File: src/rtl/dc_ofs_pkg.sv
package dc_ofs_pkg;

    typedef enum logic [0:0] {
        ST_CLOSED = 1'b0,
        ST_OPEN   = 1'b1
    } win_state_t;

    typedef struct packed {
        logic start;    // clear per-channel history, next sample is first of window
        logic capture;  // latch verdict from history plus current sample
        logic clear;    // force verdicts to zero
    } win_ctl_t;

endpackage

File: src/rtl/dc_ofs_win_ctrl.sv
module dc_ofs_win_ctrl
    import dc_ofs_pkg::*;
(
    input  logic       clk,
    input  logic       rst_n,
    input  logic       ofs_en_wr,
    input  logic       ofs_en_val,
    input  logic       rd_stb,
    output win_state_t state,
    output win_ctl_t   ctl
);

    win_state_t state_nx;

    // state register
    always_ff @(posedge clk or negedge rst_n) begin
        if (!rst_n) begin
            state <= ST_CLOSED;
        end else begin
            state <= state_nx;
        end
    end

    // next state and control pulses
    always_comb begin
        state_nx    = state;
        ctl.start   = 1'b0;
        ctl.capture = 1'b0;
        ctl.clear   = 1'b0;
        unique case (state)
            ST_CLOSED: begin
                if (ofs_en_wr && ofs_en_val) begin
                    // T_ARM
                    state_nx  = ST_OPEN;
                    ctl.start = 1'b1;
                end
                if (rd_stb) begin
                    ctl.clear = 1'b1;
                end
            end
            ST_OPEN: begin
                if (ofs_en_wr && !ofs_en_val) begin
                    // T_DISARM: disable wins over a coincident read
                    state_nx  = ST_CLOSED;
                    ctl.clear = 1'b1;
                end else begin
                    if (rd_stb) begin
                        ctl.capture = 1'b1;
                    end
                    if (rd_stb || ofs_en_wr) begin
                        // T_REARM
                        ctl.start = 1'b1;
                    end
                end
            end
            default: begin
                state_nx  = ST_CLOSED;
                ctl.clear = 1'b1;
            end
        endcase
    end

endmodule

File: src/rtl/dc_ofs_chan.sv
module dc_ofs_chan
    import dc_ofs_pkg::*;
(
    input  logic       clk,
    input  logic       rst_n,
    input  win_state_t state,
    input  win_ctl_t   ctl,
    input  logic       cmp_hi,
    input  logic       scp_act,
    output logic       flag
);

    logic seen_clr;
    logic smp_bad;

    assign smp_bad = !cmp_hi || scp_act;

    // history: any sample of the running window that broke persistence
    always_ff @(posedge clk or negedge rst_n) begin
        if (!rst_n) begin
            seen_clr <= 1'b0;
        end else if (ctl.start) begin
            seen_clr <= 1'b0;
        end else if (state == ST_OPEN) begin
            seen_clr <= seen_clr | smp_bad;
        end
    end

    // verdict register
    always_ff @(posedge clk or negedge rst_n) begin
        if (!rst_n) begin
            flag <= 1'b0;
        end else if (ctl.clear) begin
            flag <= 1'b0;
        end else if (ctl.capture) begin
            flag <= !(seen_clr || smp_bad);
        end
    end

endmodule

File: src/rtl/dc_ofs_window.sv
module dc_ofs_window
    import dc_ofs_pkg::*;
#(
    parameter int NUM_CH = 2
) (
    input  logic              clk,
    input  logic              rst_n,
    input  logic              ofs_en_wr,
    input  logic              ofs_en_val,
    input  logic              rd_stb,
    input  logic [NUM_CH-1:0] cmp_hi,
    input  logic [NUM_CH-1:0] scp_act,
    output logic              win_open,
    output logic [NUM_CH-1:0] ofs_flag
);

    win_state_t state;
    win_ctl_t   ctl;

    dc_ofs_win_ctrl u_ctrl (
        .clk        (clk),
        .rst_n      (rst_n),
        .ofs_en_wr  (ofs_en_wr),
        .ofs_en_val (ofs_en_val),
        .rd_stb     (rd_stb),
        .state      (state),
        .ctl        (ctl)
    );

    for (genvar g = 0; g < NUM_CH; g++) begin : g_ch
        dc_ofs_chan u_chan (
            .clk     (clk),
            .rst_n   (rst_n),
            .state   (state),
            .ctl     (ctl),
            .cmp_hi  (cmp_hi[g]),
            .scp_act (scp_act[g]),
            .flag    (ofs_flag[g])
        );
    end

    assign win_open = (state == ST_OPEN);

endmodule

File: config.mk
export PLATFORM = sky130hd
export DESIGN_NAME = dc_ofs_window
export DESIGN_NICKNAME = d
export VERILOG_FILES = /design/src/rtl/dc_ofs_pkg.sv /design/src/rtl/dc_ofs_win_ctrl.sv /design/src/rtl/dc_ofs_chan.sv /design/src/rtl/dc_ofs_window.sv
export SDC_FILE = /design/constraint.sdc
export NUM_CORES = 1
export LEC_CHECK = 0
export ABC_AREA = 1
export CAP_MARGIN = 25
export CELL_PAD_IN_SITES_DETAIL_PLACEMENT = 0
export CELL_PAD_IN_SITES_GLOBAL_PLACEMENT = 2
export CORE_MARGIN = 8
export CORE_UTILIZATION = 17
export DETAILED_ROUTE_END_ITERATION = 12
export PLACE_DENSITY = 0.65
export SYNTH_ARGS = -nofsm -noshare
export SYNTH_HDL_FRONTEND = slang
export SYNTH_SLANG_ARGS = --single-unit
File: constraint.sdc
create_clock -name clk -period 0.8 [get_ports clk]
set_clock_uncertainty 0.05 [all_clocks]
set_input_delay 0.16 -clock clk [delete_from_list [all_inputs] [get_ports clk]]
set_output_delay 0.16 -clock clk [all_outputs]
set_load 0.03 [all_outputs]
# Yosys cells after proc, flatten, opt, wreduce, memory -nomap -nowiden
# Index checks and enable logic that the tools add are counted.
[totals]
rom_bits = 0
input_bits = 9
regBits = 5
n_memories = 0
mem_bits_rw = 0
out_inout_bits = 3
latchBits = 0
[classes]
reduce_logical = 14
div = 0
addsub = 0
n_eq_ne = 0
multipliers = 0
bitwise = 3
mux = 18
magnitude_cmp = 0
shift = 0
[op_table]
columns = ["cell", "count"]
rows = [
  ["2-to-1 mux 1 bit", 14],
  ["case mux 1 bit (2 select lines)", 3],
  ["logical NOT 1 bit", 5],
  ["logical OR 1 bit", 5],
  ["nonzero test 2 bit", 2],
  ["logical AND 1 bit", 2],
  ["2-to-1 mux 2 bit", 1],
  ["bitwise OR 1 bit", 2],
  ["NOT 1 bit", 1],
]

# Logic depth before layout (Yosys ltp)
# Gate-level depths: netlist of the first run.
[logic_depth]
word_depth = 6
ltp_mapped = 5
ltp_nobuf = 5

# Hierarchy
# From an unflattened synthesis of the first run, not the netlist that was laid out.
[unflattened]
cells_unflattened = 34
area_unflattened_um2 = 267.8
[modules_own_cells]
columns = ["mod", "n_inst", "cells_each", "area_per_inst_um2", "seq_area_each_um2"]
rows = [
  ["dc_ofs_chan", 2, 10, 93.8, 50.0],
  ["dc_ofs_win_ctrl", 1, 14, 80.1, 25.0],
]

# Worst setup path before layout of the first run
# OpenSTA, ideal clock, no wires.
[synth_timing]
path_kind = "reg2reg"
from = "register (tool-made name)"
to = "register g_ch[0].u_chan.flag"
t_arrival_ps = 885
path_buffers = 0
required_time_ps = 685
setup_slack_ps = -200
stages_incl_launch_ff = 5
period_less_slack_ps = 1000
cell_sequence = "dfrtp_1 > nand2_1 > nor2_2 > nand2_1 > nand2_1"
[synth_lines]
columns = ["element", "line_no", "text"]
rows = [
  ["to (signal assigned)", "dc_ofs_chan.sv:36", "flag <= !(seen_clr || smp_bad);"],
  ["to (decl)", "dc_ofs_chan.sv:10", "output logic flag"],
]

==> results of run 1 <==
## synthesized netlist by cell type
library cell	n	area share, %
nor2_2	2	4.5
a21oi_1	1	1.8
buf_4	2	5.4
inv_1	9	12
nand2_1	12	16
dfrtp_1	5	45
nand3_1	7	13
nor2_1	2	2.7
## worst paths after layout
kind / from / to / slack, ns
max in group asynchronous: rst_n / async pin / 0.39
worst min-delay path: rst_n / g_ch[1].u_chan.flag / 0.1
worst max-delay path: register / win_open / -0.22
worst max register to register: register / g_ch[0].u_chan.seen_clr / -0.16
min in group clk: rd_stb / g_ch[1].u_chan.flag / 0.24
worst min register to register: g_ch[1].u_chan.seen_clr / g_ch[1].u_chan.seen_clr / 0.42
## metrics by stage
stage	hold slack [ns]	util, %	cells	total power [uW]
after floorplan	-0.1856	-	40	377.3
after global placement	0.3652	25.45	65	451.4
after detailed placement	0.3597	25.45	65	448.4
after CTS	0.1009	30.54	72	784.6
after global routing	0.1101	31.94	72	840.5
final	0.09686	31.94	72	779.9
## layout by cell type (no fill, tap or decap), drive strengths merged
cell type and instances:
nor2 4, dlygate4sd2 2, dfrtp 5, dlymetal6s2s 1
clkbuf 4, nand2 12, clkdlybuf4s50 5, nand3 7
buf 6, inv 9, a21oi 1
## per-layer routing
metal | GRT usage (%) | up-vias
met5 | 0 | -
met4 | 2.062 | 0
met3 | 4.045 | 0
met2 | 6.740 | 8
met1 | 5.627 | 130
li1 | - | 149
## cell type report
class,instances,area (um2)
timing repair buffer,14,143.9
inverter,9,33.78
tap,16,20.02
clock buffer,4,26.28
multi-input combinational,24,136.4
sequential,5,126.4
fill,177,1037
## power breakdown
group	switching, uW	internal (uW)
Clock	97.4	188
Sequential	15.8	278
Combinational	99.5	101
Total	213	567
## logic make-up (layout without fill, tap and decap cells)
family                 count (synthesis)  count (layout)  synth area share (%)
AND/OR/NAND/NOR                       23              23                 35.87
flip-flops                             5               5                 44.84
AO/OA/AOI/OAI                          1               1                 1.792
buffers and inverters                 11              27                 17.49
## timing repair
item                                    CTS  global route
pin swaps                                 0             1
endpoints found under the hold margin     0             0
resized for setup                         9             7
endpoints found under the setup margin    8             8
buffers inserted                          3             1
==> flow_metrics.py, run 1 <==
metrics = {
    "clock_tree": {
        "cts_made_buffers": 3,
        "cts_buffer_depth": 2,
        "postCtsHoldBufs": 0,
        "cts-htree-levels": 1,
        "cts.sinks": 5,
        "cts_root_buf": "clkbuf_4",
        "cts_tree": "done",
        "clk_latency_ns": 0.24,
        "path_clk_slew_ns": 0.04,
    },
    "die": {
        "core_um2": 1524,
        "pin_count": 12,
        "die_x_um": 56.51,
        "die_y_um": 56.51,
        "die_area_um2": 3193,
        "rows": 14,
        "initial_core_util_pct": 18.31,
    },
    "timing": {
        "period_share_pct": 126.9,
        "hold_viol": 0,
        "finalSetupViolCount": 8,
        "slew-limit-headroom_pct": 81.82,
        "period_needed_ns": 1.015,
        "setup_ws_ns": -0.2152,
        "rsz0062_at_grt": "yes",
        "drv_slew": 0,
        "tns_ns": -1.232,
        "fmax_mhz": 985.0,
        "worst_pin_slew_ns": 0.2727,
    },
    "final_layout": {
        "final_cell_area_um2": 486.7,
        "area_delta_synth_final_pct": 74.44,
        "antennaDiodeCount": 0,
        "drive_above_1_share_pct": 32.14,
        "fin_nets": 66,
    },
    "synth": {
        "ys_seq_area_share_pct": 44.84,
        "yosys_warnings": 0,
        "synth_cell_types": 8,
        "syn_inst": 40,
        "yosys_register_bits": 5,
        "syn-num-nets": 49,
        "synth.avg_cell_area_um2": 6.975,
        "synth_area_um2": 279.0,
    },
    "place": {
        "dp_hpwl_um": 548.3,
        "pre_cts_slack_ns": -0.4231,
        "dpl-instance-area_um2": 387.9,
        "port_buffers": 11,
        "place.gp.congestion": 0.6842,
    },
    "global_route": {
        "track_usage_pct": 5.018,
        "grt_pass1_wl_um": 1242,
        "grt_overflow": 0,
        "antenna_found_initial": 0,
        "grt_pass1_vias": 289,
        "grt_max_degree": 6,
    },
    "route": {
        "wl_met3_um": 56,
        "drc_errors": 0,
        "ant_nets": 0,
        "initialDrtViolationCount": 3,
        "wl_um": 724,
        "dr.max_layer_used": "met3",
        "post_drt_wl_per_cell_um": 10.06,
        "via_count": 287,
        "routed_via_density": 3.986,
        "drt-met1-wl_um": 353,
        "wl_met2_um": 314,
        "first_pass_iters": 2,
    },
    "worst_setup_path": {
        "end_kind": "output port",
        "critPathBufInv": 1,
        "cp.arrival_ns": 0.81,
        "path_depth": 1,
        "startpoint_type": "register",
        "rr_worst_depth": 4,
        "crit_required_ns": 0.59,
        "cp_slowest_stage_delay_ns": 0.42,
        "cp_slowest_cell": "dfrtp_2",
        "critPathMaxFanout": 3,
        "worstPathCellList": "buf_6",
        "critPathKind": "register to output port",
        "critPathTopFamily": "flip-flops",
    },
    "pwr": {
        "cellPowerDensity_nw_per_um2": 1602,
        "ir_drop_mv": 0.7538,
        "p_leak_uw": 0.0002691,
    },
    "min_path": {
        "hp-class": "input port to async pin",
    },
    "status": {
        "status": "complete, but fails checks",
        "violations": "negative setup slack",
    },
    "job": {
        "cap_violations": 0,
    },
}
Power figures use the tool's default switching activity.
==> inputs of run 2 (changes only) <==
Settings changed: CORE_UTILIZATION 17 to 19, CTS_BUF_LIST set to sky130_fd_sc_hd__clkbuf_2, PLACE_DENSITY 0.65 to 0.72.
==> flow_metrics.py, run 2 (synthesis results as in run 1) <==
metrics = {
    "route": {
        "drc_errors": 0,
        "ant_nets": 0,
        "first_pass_iters": 3,
        "via_count": 274,
        "wl_um": 684,
        "routed_via_density": 3.859,
        "initialDrtViolationCount": 3,
        "post_drt_wl_per_cell_um": 9.634,
    },
    "clock_tree": {
        "clk_latency_ns": 0.21,
        "cts_root_buf": "clkbuf_2",
        "cts-htree-levels": 1,
        "path_clk_slew_ns": 0.05,
        "postCtsHoldBufs": 0,
        "cts.sinks": 5,
        "cts_made_buffers": 3,
        "cts_tree": "done",
        "cts_buffer_depth": 2,
    },
    "timing": {
        "period_needed_ns": 0.9802,
        "setup_ws_ns": -0.1802,
        "slew-limit-headroom_pct": 84.80,
        "period_share_pct": 122.5,
        "finalSetupViolCount": 8,
        "hold_viol": 0,
        "drv_slew": 0,
        "worst_pin_slew_ns": 0.2273,
        "rsz0062_at_grt": "yes",
        "fmax_mhz": 1020,
    },
    "die": {
        "rows": 14,
        "die_x_um": 54.32,
        "initial_core_util_pct": 19.43,
        "die_y_um": 54.32,
        "core_um2": 1436,
        "die_area_um2": 2951,
        "pin_count": 12,
    },
    "pwr": {
        "ir_drop_mv": 0.7089,
        "cellPowerDensity_nw_per_um2": 1577,
        "p_leak_uw": 0.0002508,
        "power_uw": 694.6,
    },
    "worst_setup_path": {
        "cp.arrival_ns": 0.77,
        "startpoint_type": "register",
        "reg2reg_slack_ns": -0.15,
        "end_kind": "output port",
        "cp_slowest_stage_delay_ns": 0.41,
        "path_depth": 1,
        "critPathBufInv": 1,
        "rr_worst_depth": 5,
        "worstPathCellList": "buf_6",
        "crit_required_ns": 0.59,
        "critPathMaxFanout": 2,
        "cp_slowest_cell": "dfrtp_2",
        "crit_end": "win_open",
        "r2r_end": "g_ch[1].u_chan.flag",
        "critPathKind": "register to output port",
        "critPathTopFamily": "flip-flops",
    },
    "final_layout": {
        "layout_common_cells": "nand2_1 (12), inv_1 (9), nand3_1 (6), clkdlybuf4s50_1 (6)",
        "final_cell_area_um2": 440.4,
        "area_delta_synth_final_pct": 57.85,
        "seq_area_um2": 126.4,
        "nFillCells": 175,
        "multi_input_area_um2": 113.9,
        "antennaDiodeCount": 0,
        "drive_above_1_share_pct": 25.45,
        "layout_commonest_cell": "nand2_1",
        "fin_nets": 65,
    },
    "min_path": {
        "hp-class": "input port to async pin",
    },
    "place": {
        "dp_hpwl_um": 548.2,
        "port_buffers": 11,
        "place.gp.congestion": 0.6708,
        "dpl-instance-area_um2": 395.4,
    },
    "global_route": {
        "track_usage_pct": 5.338,
        "antenna_found_initial": 0,
        "grt_overflow": 0,
        "grt_pass1_vias": 276,
        "grt_max_degree": 7,
        "grt_pass1_wl_um": 1083,
    },
    "job": {
        "cap_violations": 0,
    },
    "status": {
        "violations": "negative setup slack",
        "status": "complete, but fails checks",
    },
}
run 2: changes by cell type in the layout (fill, tap and decap cells not counted), moves of 2 or more:
cell      before  now
buf_6          5    3
nand3_2        3    1
clkbuf_4       3    0
clkbuf_2       0    4
nand3_1        4    6
run 2: per-layer routing:
metal | share of wire, % | global-route usage [%] | wire length, um | vias up
li1 | - | - | - | 148
met2 | 44 | 7.061 | 302 | 9
met4 | 0 | 4.918 | 0 | 0
met1 | 44 | 5.573 | 298 | 117
met3 | 12 | 3.533 | 83 | 0
met5 | 0 | 0 | 0 | -
run 2: final cells by class:
class | count | share of cell area [%]
multi-input cells | 24 | 25.85
repair buffers | 13 | 28.69
well taps | 16 | 4.545
inverters | 9 | 7.670
flip-flops and latches | 5 | 28.69
clock buffers | 4 | 4.545
run 2: worst min-delay path by stage:
stage / start / endpoint / cells past startpoint / slack, ns
after floorplan: rst_n / async pin / 0 / -0.19
after global placement: rst_n / g_ch[0].u_chan.seen_clr / 1 / 0.35
after detailed placement: rst_n / g_ch[0].u_chan.seen_clr / 1 / 0.35
after CTS: rst_n / g_ch[0].u_chan.seen_clr / 1 / 0.11
after global routing: rst_n / g_ch[1].u_chan.seen_clr / 1 / 0.11
final: rst_n / g_ch[1].u_chan.flag / 1 / 0.11
run 2: report_power, final:
part,switching (uW),total (uW),internal (uW)
Sequential,13.9,291,277
Combinational,87.7,171,83.5
Clock,100,232,132
run 2: through the flow:
stage          hold slack (ns)  setup TNS [ns]  instances  utilization, %  setup WS [ns]
6_report                0.1135          -1.145         71           30.66        -0.1802
5_1_grt                 0.1086          -1.517         71           30.66        -0.2118
4_1_cts                 0.1093          -1.183         71           30.66        -0.1931
3_5_place_dp            0.3518          -1.863         66           27.53        -0.4051
3_3_place_gp            0.3541          -1.943         66           27.53        -0.4197
2_1_floorplan          -0.1856         -0.3008         40               -       -0.07544
run 2: repair_timing:
| item | in CTS | in global routing |
|---|---|---|
| setup endpoints to repair | 8 | 8 |
| setup buffers | 1 | 0 |
| gates resized for setup | 7 | 0 |
==> inputs of run 3 (changes only) <==
Settings changed: CAP_MARGIN 25 to 10.
==> results of run 3 <==
Final layout, timing and power as in run 2 (identical DEF).
